`src/rtl/blk2d_pkg.sv`:
```
package blk2d_pkg;
  localparam int DIM_W    = 7;    // width and height fields
  localparam int MAX_DIM  = 64;
  localparam int ROFF_W   = 8;    // register buffer offset
  localparam int REG_SPAN = 256;  // bytes in the register buffer

  typedef enum logic {SEQ_IDLE, SEQ_RUN} seq_state_e;

  // register stride: power of two, at least 4
  function automatic logic [DIM_W-1:0] stride_of(input logic [DIM_W-1:0] w);
    logic [DIM_W-1:0] p;
    p = DIM_W'(MAX_DIM);
    for (int k = 6; k >= 2; k--) begin
      if (w <= DIM_W'(1 << k)) p = DIM_W'(1 << k);
    end
    return p;
  endfunction
endpackage

```
`src/rtl/blk2d_limits.sv`:
```
module blk2d_limits
  import blk2d_pkg::*;
(
  input  logic [DIM_W-1:0] width_i,
  input  logic [DIM_W-1:0] height_i,
  output logic [DIM_W-1:0] stride_o,
  output logic             legal_o
);
  localparam int PROD_W = 2 * DIM_W;

  logic [PROD_W-1:0] span;
  logic              w_ok;
  logic              h_ok;

  always_comb begin
    stride_o = stride_of(width_i);
    span     = PROD_W'(height_i) * PROD_W'(stride_o);
    w_ok     = (width_i != '0) && (width_i <= DIM_W'(MAX_DIM));
    h_ok     = (height_i != '0) && (span <= PROD_W'(REG_SPAN));
    legal_o  = w_ok && h_ok;
  end
endmodule

```
`src/rtl/blk2d_row_walk.sv`:
```
module blk2d_row_walk
  import blk2d_pkg::*;
#(
  parameter int ADDR_W   = 32,
  parameter int SPITCH_W = 20
) (
  input  logic                clk,
  input  logic                rst_n,
  input  logic                load_i,
  input  logic                step_i,
  input  logic [ADDR_W-1:0]   addr0_i,
  input  logic [SPITCH_W-1:0] spitch_i,
  input  logic [DIM_W-1:0]    stride_i,
  input  logic [DIM_W-1:0]    rows_i,
  output logic [ADDR_W-1:0]   addr_o,
  output logic [ROFF_W-1:0]   roff_o,
  output logic [DIM_W-1:0]    stride_o,
  output logic                last_o
);
  logic [ADDR_W-1:0]   addr_q, addr_d;
  logic [ROFF_W-1:0]   roff_q, roff_d;
  logic [DIM_W-1:0]    left_q, left_d;
  logic [SPITCH_W-1:0] sp_q, sp_d;
  logic [DIM_W-1:0]    str_q, str_d;
  logic                en;

  always_comb begin
    en     = load_i | step_i;
    addr_d = addr_q + ADDR_W'(sp_q);
    roff_d = roff_q + ROFF_W'(str_q);
    left_d = left_q - 1'b1;
    sp_d   = sp_q;
    str_d  = str_q;
    if (load_i) begin
      addr_d = addr0_i;
      roff_d = '0;
      left_d = rows_i;
      sp_d   = spitch_i;
      str_d  = stride_i;
    end
  end

  always_ff @(posedge clk or negedge rst_n) begin
    if (!rst_n) begin
      addr_q <= '0;
      roff_q <= '0;
      left_q <= '0;
      sp_q   <= '0;
      str_q  <= '0;
    end else if (en) begin
      addr_q <= addr_d;
      roff_q <= roff_d;
      left_q <= left_d;
      sp_q   <= sp_d;
      str_q  <= str_d;
    end
  end

  assign addr_o   = addr_q;
  assign roff_o   = roff_q;
  assign stride_o = str_q;
  assign last_o   = (left_q == DIM_W'(1));
endmodule

```
`src/rtl/blk2d_addr_seq.sv`:
```
module blk2d_addr_seq
  import blk2d_pkg::*;
#(
  parameter int ADDR_W   = 32,
  parameter int COORD_W  = 16,
  parameter int SPITCH_W = 20
) (
  input  logic                clk,
  input  logic                rst_n,
  input  logic                start_i,
  input  logic [COORD_W-1:0]  x_i,
  input  logic [COORD_W-1:0]  y_i,
  input  logic [6:0]          width_i,
  input  logic [6:0]          height_i,
  input  logic [ADDR_W-1:0]   base_i,
  input  logic [SPITCH_W-1:0] spitch_i,
  output logic                busy_o,
  output logic                done_o,
  output logic                err_o,
  output logic [6:0]          reg_pitch_o,
  output logic                req_valid_o,
  input  logic                req_ready_i,
  output logic [ADDR_W-1:0]   req_addr_o,
  output logic [7:0]          req_roff_o,
  output logic [6:0]          req_bytes_o
);
  seq_state_e        st_q, st_d;
  logic              done_q, done_d;
  logic              err_q, err_d;
  logic [DIM_W-1:0]  wid_q;
  logic [DIM_W-1:0]  stride;
  logic              legal;
  logic              take, load, step, last;
  logic [ADDR_W-1:0] addr0;

  blk2d_limits u_limits (
    .width_i  (width_i),
    .height_i (height_i),
    .stride_o (stride),
    .legal_o  (legal)
  );

  always_comb begin
    addr0 = base_i + ADDR_W'(y_i) * ADDR_W'(spitch_i) + ADDR_W'(x_i);
  end

  blk2d_row_walk #(
    .ADDR_W   (ADDR_W),
    .SPITCH_W (SPITCH_W)
  ) u_walk (
    .clk      (clk),
    .rst_n    (rst_n),
    .load_i   (load),
    .step_i   (step),
    .addr0_i  (addr0),
    .spitch_i (spitch_i),
    .stride_i (stride),
    .rows_i   (height_i),
    .addr_o   (req_addr_o),
    .roff_o   (req_roff_o),
    .stride_o (reg_pitch_o),
    .last_o   (last)
  );

  // next state
  always_comb begin
    st_d   = st_q;
    done_d = 1'b0;
    err_d  = 1'b0;
    take   = (st_q == SEQ_IDLE) && start_i;
    load   = take && legal;
    step   = (st_q == SEQ_RUN) && req_ready_i;
    unique case (st_q)
      SEQ_IDLE: begin
        if (take) begin
          if (legal) st_d = SEQ_RUN;
          else       err_d = 1'b1;
        end
      end
      SEQ_RUN: begin
        if (req_ready_i && last) begin
          st_d   = SEQ_IDLE;
          done_d = 1'b1;
        end
      end
      default: st_d = SEQ_IDLE;
    endcase
  end

  always_ff @(posedge clk or negedge rst_n) begin
    if (!rst_n) begin
      st_q   <= SEQ_IDLE;
      done_q <= 1'b0;
      err_q  <= 1'b0;
    end else begin
      st_q   <= st_d;
      done_q <= done_d;
      err_q  <= err_d;
    end
  end

  always_ff @(posedge clk or negedge rst_n) begin
    if (!rst_n)    wid_q <= '0;
    else if (load) wid_q <= width_i;
  end

  assign busy_o      = (st_q == SEQ_RUN);
  assign req_valid_o = (st_q == SEQ_RUN);
  assign done_o      = done_q;
  assign err_o       = err_q;
  assign req_bytes_o = wid_q;
endmodule

```
`config.mk`:
```
export PLATFORM = sky130hd
export DESIGN_NAME = blk2d_addr_seq
export DESIGN_NICKNAME = d
export VERILOG_FILES = /design/src/rtl/blk2d_pkg.sv /design/src/rtl/blk2d_limits.sv /design/src/rtl/blk2d_row_walk.sv /design/src/rtl/blk2d_addr_seq.sv
export SDC_FILE = /design/constraint.sdc
export NUM_CORES = 1
export LEC_CHECK = 0
export BUFFER_PORTS_ARGS = -buffer_cell sky130_fd_sc_hd__buf_2
export CAP_MARGIN = 20
export CORE_ASPECT_RATIO = 2
export CORE_MARGIN = 4
export CORE_UTILIZATION = 60
export CTS_BUF_LIST = sky130_fd_sc_hd__clkbuf_4
export DETAILED_ROUTE_END_ITERATION = 7
export PLACE_DENSITY_LB_ADDON = 0.2
export SETUP_SLACK_MARGIN = 0.5
export SLEW_MARGIN = 20
export SYNTH_ARGS = -nofsm -noshare
export SYNTH_HDL_FRONTEND = slang
export SYNTH_SLANG_ARGS = --single-unit
```
`constraint.sdc`:
```
create_clock -name clk -period 4.29 [get_ports clk]
set_input_delay 0.858 -clock clk [delete_from_list [all_inputs] [get_ports clk]]
set_output_delay 0.858 -clock clk [all_outputs]
set_load 0.05 [all_outputs]
```
* Yosys cells after proc, flatten, opt, wreduce, memory -nomap -nowiden
Cells that the tools add are included.
** Word-level totals
- Input port bits :: 102
- Register bits after elaboration :: 84
- Memory bits (writable) :: 0
- ROM bits :: 0
- Latch bits :: 0
- Output and inout port bits :: 58
- Logic and storage cells :: 51
- Memories kept :: 0
** Operators by class
- Shifts and indexed selects :: 0
- Equality and inequality tests :: 1
- Muxes and demuxes :: 16
- Bitwise logic cells :: 2
- $add $sub $neg :: 5
- Divide/modulo/power cells :: 0
- Multiply operators :: 2
- Reduce and logical (&&, ||, !) cells :: 10
- $lt $le $gt $ge :: 6
** Operator list (count)
- 7-bit 2-to-1 mux :: 5
- 32-bit by 16-bit adder with 32-bit output :: 1
- 32-bit by 20-bit adder with 32-bit output :: 1
- 32-bit adder :: 1
- 16-bit by 20-bit multiplier with 32-bit output :: 1
- 32-bit 2-to-1 mux :: 1
- 14-bit by 9-bit less-or-equal comparator with 1-bit output, second input constant :: 1
- 7-bit by 7-bit multiplier with 14-bit output :: 1
- 7-bit nonzero test :: 2
- 8-bit by 7-bit adder with 8-bit output :: 1
- 1-bit 2-to-1 mux :: 8
- 8-bit 2-to-1 mux :: 1
- 7-bit by 1-bit equality test with 1-bit output, second input constant :: 1
- 7-bit by 3-bit less-or-equal comparator with 1-bit output, second input constant :: 1
- 7-bit by 4-bit less-or-equal comparator with 1-bit output, second input constant :: 1
- 7-bit by 5-bit less-or-equal comparator with 1-bit output, second input constant :: 1
- 7-bit by 6-bit less-or-equal comparator with 1-bit output, second input constant :: 1
- 7-bit less-or-equal comparator, second input constant :: 1
- 1-bit logical AND :: 7
- 7-bit by 1-bit subtractor with 7-bit output, second input constant :: 1
- 1-bit case mux with 2 select lines :: 1
- 2-bit AND reduction :: 1
- 1-bit NOT :: 1
- 1-bit OR :: 1

* Logic depth before layout (Yosys ltp)
- Depth after elaboration :: 12
- Gate-level depth with buffers :: 24
- Depth with buffers taken out :: 23

* By module
Synthesis repeated with hierarchy kept, for this count alone.
** Unflattened totals
- Cell total of the unflattened synthesis :: 1947
- Area total of the unflattened synthesis :: 17510.5 um2
** Modules (own cells, without submodules)
- blk2d_addr_seq :: instances 1, sequential area each 250.2 um2, area an instance 11574.9 um2, cells an instance 1322
- blk2d_row_walk :: instances 1, sequential area each 1851.8 um2, area an instance 4573.1 um2, cells an instance 459
- blk2d_limits :: instances 1, sequential area each 0.0 um2, area an instance 1362.6 um2, cells an instance 166

* Worst setup path before layout
No wires, ideal clock.
- Path kind :: input to register
- Start point :: input port y_i[1]
- End point :: register u_walk.addr_q[30], in the netlist u_walk.addr_o[30]
- Arrival time :: 6.371 ns
- Library setup time :: 0.126 ns
- Data required time :: 4.164 ns
- Path buffers :: 1
- Setup slack :: -2.207 ns
- Stages on the path :: 23
- Cells stage by stage :: clkbuf_1 -> nand2_1 -> fa_1 -> inv_1 -> fa_1 -> inv_1 -> fa_1 -> inv_1 -> fa_1 -> inv_1 -> fa_1 -> inv_1 -> fa_1 -> ha_1 -> and3_1 -> a221oi_1 -> o221a_2 -> o31a_1 -> o2bb2ai_1 -> nor2_1 -> o32ai_1 -> xor2_1 -> mux2i_1
** Between the ends
- Cells in the longest elaborated chain, start to end :: 4
** RTL lines
- start: declaration :: RTL line blk2d_addr_seq.sv:12 : input logic [COORD_W-1:0] y_i,
- 16-bit by 20-bit multiplier with 32-bit output :: RTL line blk2d_addr_seq.sv:44 : addr0 = base_i + ADDR_W'(y_i) * ADDR_W'(spitch_i) + ADDR_W'(x_i);
- 32-bit adder :: RTL line blk2d_addr_seq.sv:44
- 32-bit by 16-bit adder with 32-bit output :: RTL line blk2d_addr_seq.sv:44
- 32-bit 2-to-1 mux :: RTL line blk2d_row_walk.sv:34 : if (load_i) begin
- end signal: assignment :: RTL line blk2d_row_walk.sv:51 : addr_q <= addr_d;
- end: declaration :: RTL line blk2d_row_walk.sv:20 : logic [ADDR_W-1:0] addr_q, addr_d;
Every way passes these cells.
A chain may end at the register's enable or synchronous reset.

* Worst setup path after layout
- Start point :: input port width_i[2]
- End point :: register u_walk.sp_q[6]
** Between the ends
- Cells in the longest elaborated chain, start to end :: 12
- Elaborated cells on any way between the ends :: 18
- Classes of those cells :: mul (1); order compare (6); mux (4); bitwise (1); reduce/logical (6)
** RTL lines
- start: declaration :: RTL line blk2d_addr_seq.sv:13 : input logic [6:0] width_i,
- 7-bit by 6-bit less-or-equal comparator with 1-bit output :: RTL line blk2d_pkg.sv:14 : if (w <= DIM_W'(1 << k)) p = DIM_W'(1 << k);
- 7-bit 2-to-1 mux (4 in a row) :: RTL line blk2d_pkg.sv:14
- 7-bit by 7-bit multiplier with 14-bit output :: RTL line blk2d_limits.sv:17 : span = PROD_W'(height_i) * PROD_W'(stride_o);
- 14-bit by 9-bit less-or-equal comparator with 1-bit output :: RTL line blk2d_limits.sv:19 : h_ok = (height_i != '0) && (span <= PROD_W'(REG_SPAN));
- 1-bit logical AND :: RTL line blk2d_limits.sv:19
- 1-bit logical AND (*) :: RTL line blk2d_limits.sv:20 : legal_o = w_ok && h_ok;
- 1-bit logical AND (*) :: RTL line blk2d_addr_seq.sv:71 : load = take && legal;
- 1-bit OR :: RTL line blk2d_row_walk.sv:28 : en = load_i | step_i;
- 2-bit AND reduction (no line) (*)
- end signal: assignment :: RTL line blk2d_row_walk.sv:54 : sp_q <= sp_d;
- end: declaration :: RTL line blk2d_row_walk.sv:23 : logic [SPITCH_W-1:0] sp_q, sp_d;
Mark *: on every way between the ends. The rest lies on a longest branch, timed or not.

==> reports/qor.yml <==
violations: "negative setup slack"
cts_sinks: 80
unrepaired_setup_endpoints_after_global_routing: "yes"
drive_gt1_share_pct: 26.51
netlist_area_um2: 16810
holdCritPathClass: "in2async"
timing.final.max_slew_violations: 0
grt_pass1_vias: 16020
clock_tree_from_tritoncts: "built"
endpoint_kind: "register"
grt_most_used_layer: "met2"
core.rowCount: 86
clk_root_buffer_cell: "sky130_fd_sc_hd__clkbuf_4"
layout-area-overhead-vs-synth_pct: 25.90
avgRoutedWirePerCell_um: 18.75
area.sequential_um2: 2002
start_kind: "input pin"
worst-r2r-cell-count: 10
timing.setup.critical_path_class: "in2reg"
worst-endpoint-required_ns: 4.65
timing.critical_path.slowest_stage_cell: "sky130_fd_sc_hd__fa_1"
cp_data_arrival_time_ns: 6.30
met1_usage_pct: 31.60
ant_nets: 0
grt_use_met2_pct: 61.31
ioPinCount: 160
grt_usage_pct: 31.47
width_of_the_die_um: 126.4
crit_cells: 22
max_slew_headroom_at_the_worst_pin_pct: 45.23
place_hpwl_um: 40440
clock-skew-final_ns: 0.02128
critical_path.top_delay_family: "adder cells"
outcome: "finished, violations left"
cts_max_level: 3
global_route_congestion_overflow_total: 0
number_of_synthesized_flops_with_an_enable_pin: 0
first_pass_iters: 5
crit_fanout: 6
die_h_um: 244.7
worst_pin_slew_ns: 0.8215
maxCapViolCount: 0
max_clock_freq_ghz: 0.1682
dominant_register_cell_in_the_synthesized_netlist: "sky130_fd_sc_hd__dfrtp_1"
cts_inserted_buffers: 9
worstPathBufferInverterCount: 5
nFillCells: 1874
grt_util_met3_pct: 2.395
ys_seq_elements: 80
syn_inst: 1848
dr_total_vias: 14270
synth.avg_cell_area_um2: 9.099
antenna_found_initial: 2
synth_seq_area_share_pct: 11.91
clkLatencyLatePin_ns: 0.48
synth_async_sr_flop_share_pct: 100.0
worst_setup_hold_path_clk_slew_ns: 0.14
holdBufCountCts: 0
final_number_of_hold_violating_endpoints: 0
grt_start_max_net_pins: 63
avgViaCountPerCell: 5.581
place.port_buffers: 155
wirelength_um: 47950
layout_setup_ws_ns: -1.654
core_um2: 27650
worst_path_largest_cell_delay_ns: 0.53
multi_input_comb_area_um2: 13780
min_period_over_period_pct: 138.5
start_util_pct: 60.80
globalplace.congestion: 0.9447
final_util_pct: 76.55
yosys_warnings: 0
dieArea_um2: 30930
cp_cell_sequence: "buf_6 -> or3_4 -> nor2_4 -> nand2_2 -> a211oi_4 -> buf_6 -> nand2_4 -> fa_1 -> fa_1 -> inv_1 -> fa_1 -> ha_4 -> ha_4 -> fa_2 -> or4_4 -> a211oi_4 -> o21ai_2 -> nor3_2 -> and3_4 -> buf_6 -> buf_16 -> mux2_4"
nets: 2755
initialDrtViolationCount: 625
clock_path_buffers: 2
yosys.cell_types.count: 70
drc_errors: 0
report.final.setup_viol: 79
grt_pass1_wl_um: 77270
final.min_clock_period_ns: 5.944
==> cells in the final DEF, fill, tap and decap left out, types with 15 or more instances in the layout <==
cell and n:
sky130_fd_sc_hd__o21ai_1 16, sky130_fd_sc_hd__ha_1 136, sky130_fd_sc_hd__nor2_1 32, sky130_fd_sc_hd__mux2_4 32, sky130_fd_sc_hd__and2_1 126, sky130_fd_sc_hd__a21o_1 26, sky130_fd_sc_hd__inv_1 386, sky130_fd_sc_hd__a21oi_2 20
sky130_fd_sc_hd__buf_12 23, sky130_fd_sc_hd__o21a_1 15, sky130_fd_sc_hd__dfrtp_1 80, sky130_fd_sc_hd__buf_4 204, sky130_fd_sc_hd__fa_1 307, sky130_fd_sc_hd__nand2_1 255, sky130_fd_sc_hd__xnor2_1 45, sky130_fd_sc_hd__buf_2 135
sky130_fd_sc_hd__xor2_1 26, sky130_fd_sc_hd__buf_6 42, sky130_fd_sc_hd__o21ai_0 19, sky130_fd_sc_hd__a21oi_1 34
==> stage by stage <==
step                      hold WS (ns)  area, um^2  TNS, ns  std cells  setup WS, ns
after CTS                       0.4471       20940  -114.15       2547        -1.540
after global placement          0.4926       19960  -154.75       2506        -2.033
after global routing            0.5000       21170  -135.65       2556        -1.798
final                           0.4352       21170  -124.37       2557        -1.654
after detailed placement        0.4923       19960  -162.57       2506        -2.162
after floorplan                 0.4861       17520  -118.23       1851        -1.694
==> kinds of logic after synthesis <==
family                   Yosys count  share of synthesized area (%)
buffers and inverters            465                          10.78
XOR/XNOR                          72                          3.750
AND/OR/NAND/NOR                  524                          14.89
multiplexers                      43                          2.798
adder cells (fa/ha/maj)          455                          47.70
other                              1                        0.02230
flip-flops                        80                          11.91
AO/OA/AOI/OAI                    208                          8.156
==> synth_stat cells (3+ instances only) <==
cell type	n	area, um^2
sky130_fd_sc_hd__o22ai_1	4	25.02
sky130_fd_sc_hd__o21a_1	15	112.6
sky130_fd_sc_hd__buf_2	3	15.01
sky130_fd_sc_hd__nand2b_1	4	25.02
sky130_fd_sc_hd__a21o_1	26	195.2
sky130_fd_sc_hd__a31oi_1	5	31.28
sky130_fd_sc_hd__o31ai_1	3	22.52
sky130_fd_sc_hd__nor2b_1	10	62.56
sky130_fd_sc_hd__nor3_1	10	50.05
sky130_fd_sc_hd__mux2i_1	11	110.1
sky130_fd_sc_hd__nand3_1	13	65.06
sky130_fd_sc_hd__mux2_2	29	326.6
sky130_fd_sc_hd__xor2_1	26	227.7
sky130_fd_sc_hd__o21bai_1	8	60.06
sky130_fd_sc_hd__nor4_1	6	37.54
sky130_fd_sc_hd__nand4_1	8	50.05
sky130_fd_sc_hd__and3_1	8	50.05
sky130_fd_sc_hd__nand2_1	269	1010
sky130_fd_sc_hd__nor2_1	47	176.4
sky130_fd_sc_hd__o21ai_1	10	50.05
sky130_fd_sc_hd__o211ai_1	8	60.06
sky130_fd_sc_hd__clkbuf_1	64	240.2
sky130_fd_sc_hd__and2_1	126	788.3
sky130_fd_sc_hd__o21ai_0	34	170.2
sky130_fd_sc_hd__buf_6	6	67.56
sky130_fd_sc_hd__buf_4	5	37.54
sky130_fd_sc_hd__a21oi_1	53	265.3
sky130_fd_sc_hd__a211oi_1	11	82.58
sky130_fd_sc_hd__dfrtp_1	80	2002
sky130_fd_sc_hd__ha_1	145	1814
sky130_fd_sc_hd__a22oi_1	3	22.52
sky130_fd_sc_hd__inv_1	387	1453
sky130_fd_sc_hd__xnor2_1	46	402.9
sky130_fd_sc_hd__fa_1	310	6206
sky130_fd_sc_hd__nand3b_1	6	45.04
sky130_fd_sc_hd__mux2_1	3	33.78
==> flip-flops by register name (all words and copies together) (netlist names) <==
register	count
u_walk.roff_o	6
err_o	1
busy_o	1
u_walk.addr_o	32
req_bytes_o	7
done_o	1
u_walk.stride_o	5
u_walk.sp_q	20
u_walk.left_q	7
==> layout make-up <==
| cell class | instances | share of cell area, % |
|---|---|---|
| Antenna cell | 2 | 0.02364 |
| Clock buffer | 11 | 0.3901 |
| Clock inverter | 5 | 0.2719 |
| Inverter | 387 | 6.862 |
| Multi-Input combinational cell | 1306 | 65.11 |
| Sequential cell | 80 | 9.456 |
| Tap cell | 352 | 2.080 |
| Timing Repair Buffer | 414 | 15.80 |
==> worst reg2reg max path: stages (launching register included) <==
cell                       delay [ns]
sky130_fd_sc_hd__dfrtp_1         0.43
sky130_fd_sc_hd__ha_1            0.27
sky130_fd_sc_hd__a211oi_2        0.33
sky130_fd_sc_hd__nor4b_2         0.12
sky130_fd_sc_hd__o31ai_2         0.43
sky130_fd_sc_hd__o21ai_1         0.21
sky130_fd_sc_hd__a31o_2          0.33
sky130_fd_sc_hd__a211oi_4        0.35
sky130_fd_sc_hd__nand3b_1        0.19
sky130_fd_sc_hd__mux2_4          0.31
sky130_fd_sc_hd__a21oi_2         0.11
==> routing by layer <==
metal / vias up / routed length, um
met4: 0 / 3630
met2: 543 / 27530
met5: - / 0
met3: 228 / 2023
li1: 6367 / -
met1: 7132 / 14770
==> worst paths after layout <==
path | slack (ns) | endpoint | start
max in group asynchronous | 3.01 | u_walk.sp_q[6] | rst_n
min in group clk | 0.53 | req_bytes_o[6] | req_bytes_o[6]
max reg2reg | 1.15 | u_walk.addr_o[21] | u_walk.addr_o[0]
min reg2reg | 0.53 | req_bytes_o[6] | req_bytes_o[6]
min | 0.44 | u_walk.stride_o[2] | rst_n
max | -1.65 | u_walk.sp_q[6] | width_i[2]
==> repair_timing <==
| item | in CTS | in global routing |
|---|---|---|
| setup endpoints to repair | 79 | 79 |
| pin swaps | 23 | 11 |
| resized for setup | 127 | 35 |
| gates cloned | 5 | 0 |
| buffers inserted | 20 | 8 |
Power is left out: the tool's default activity adds up to more than one toggle a clock period on the data nets, which glitch-free logic cannot reach.
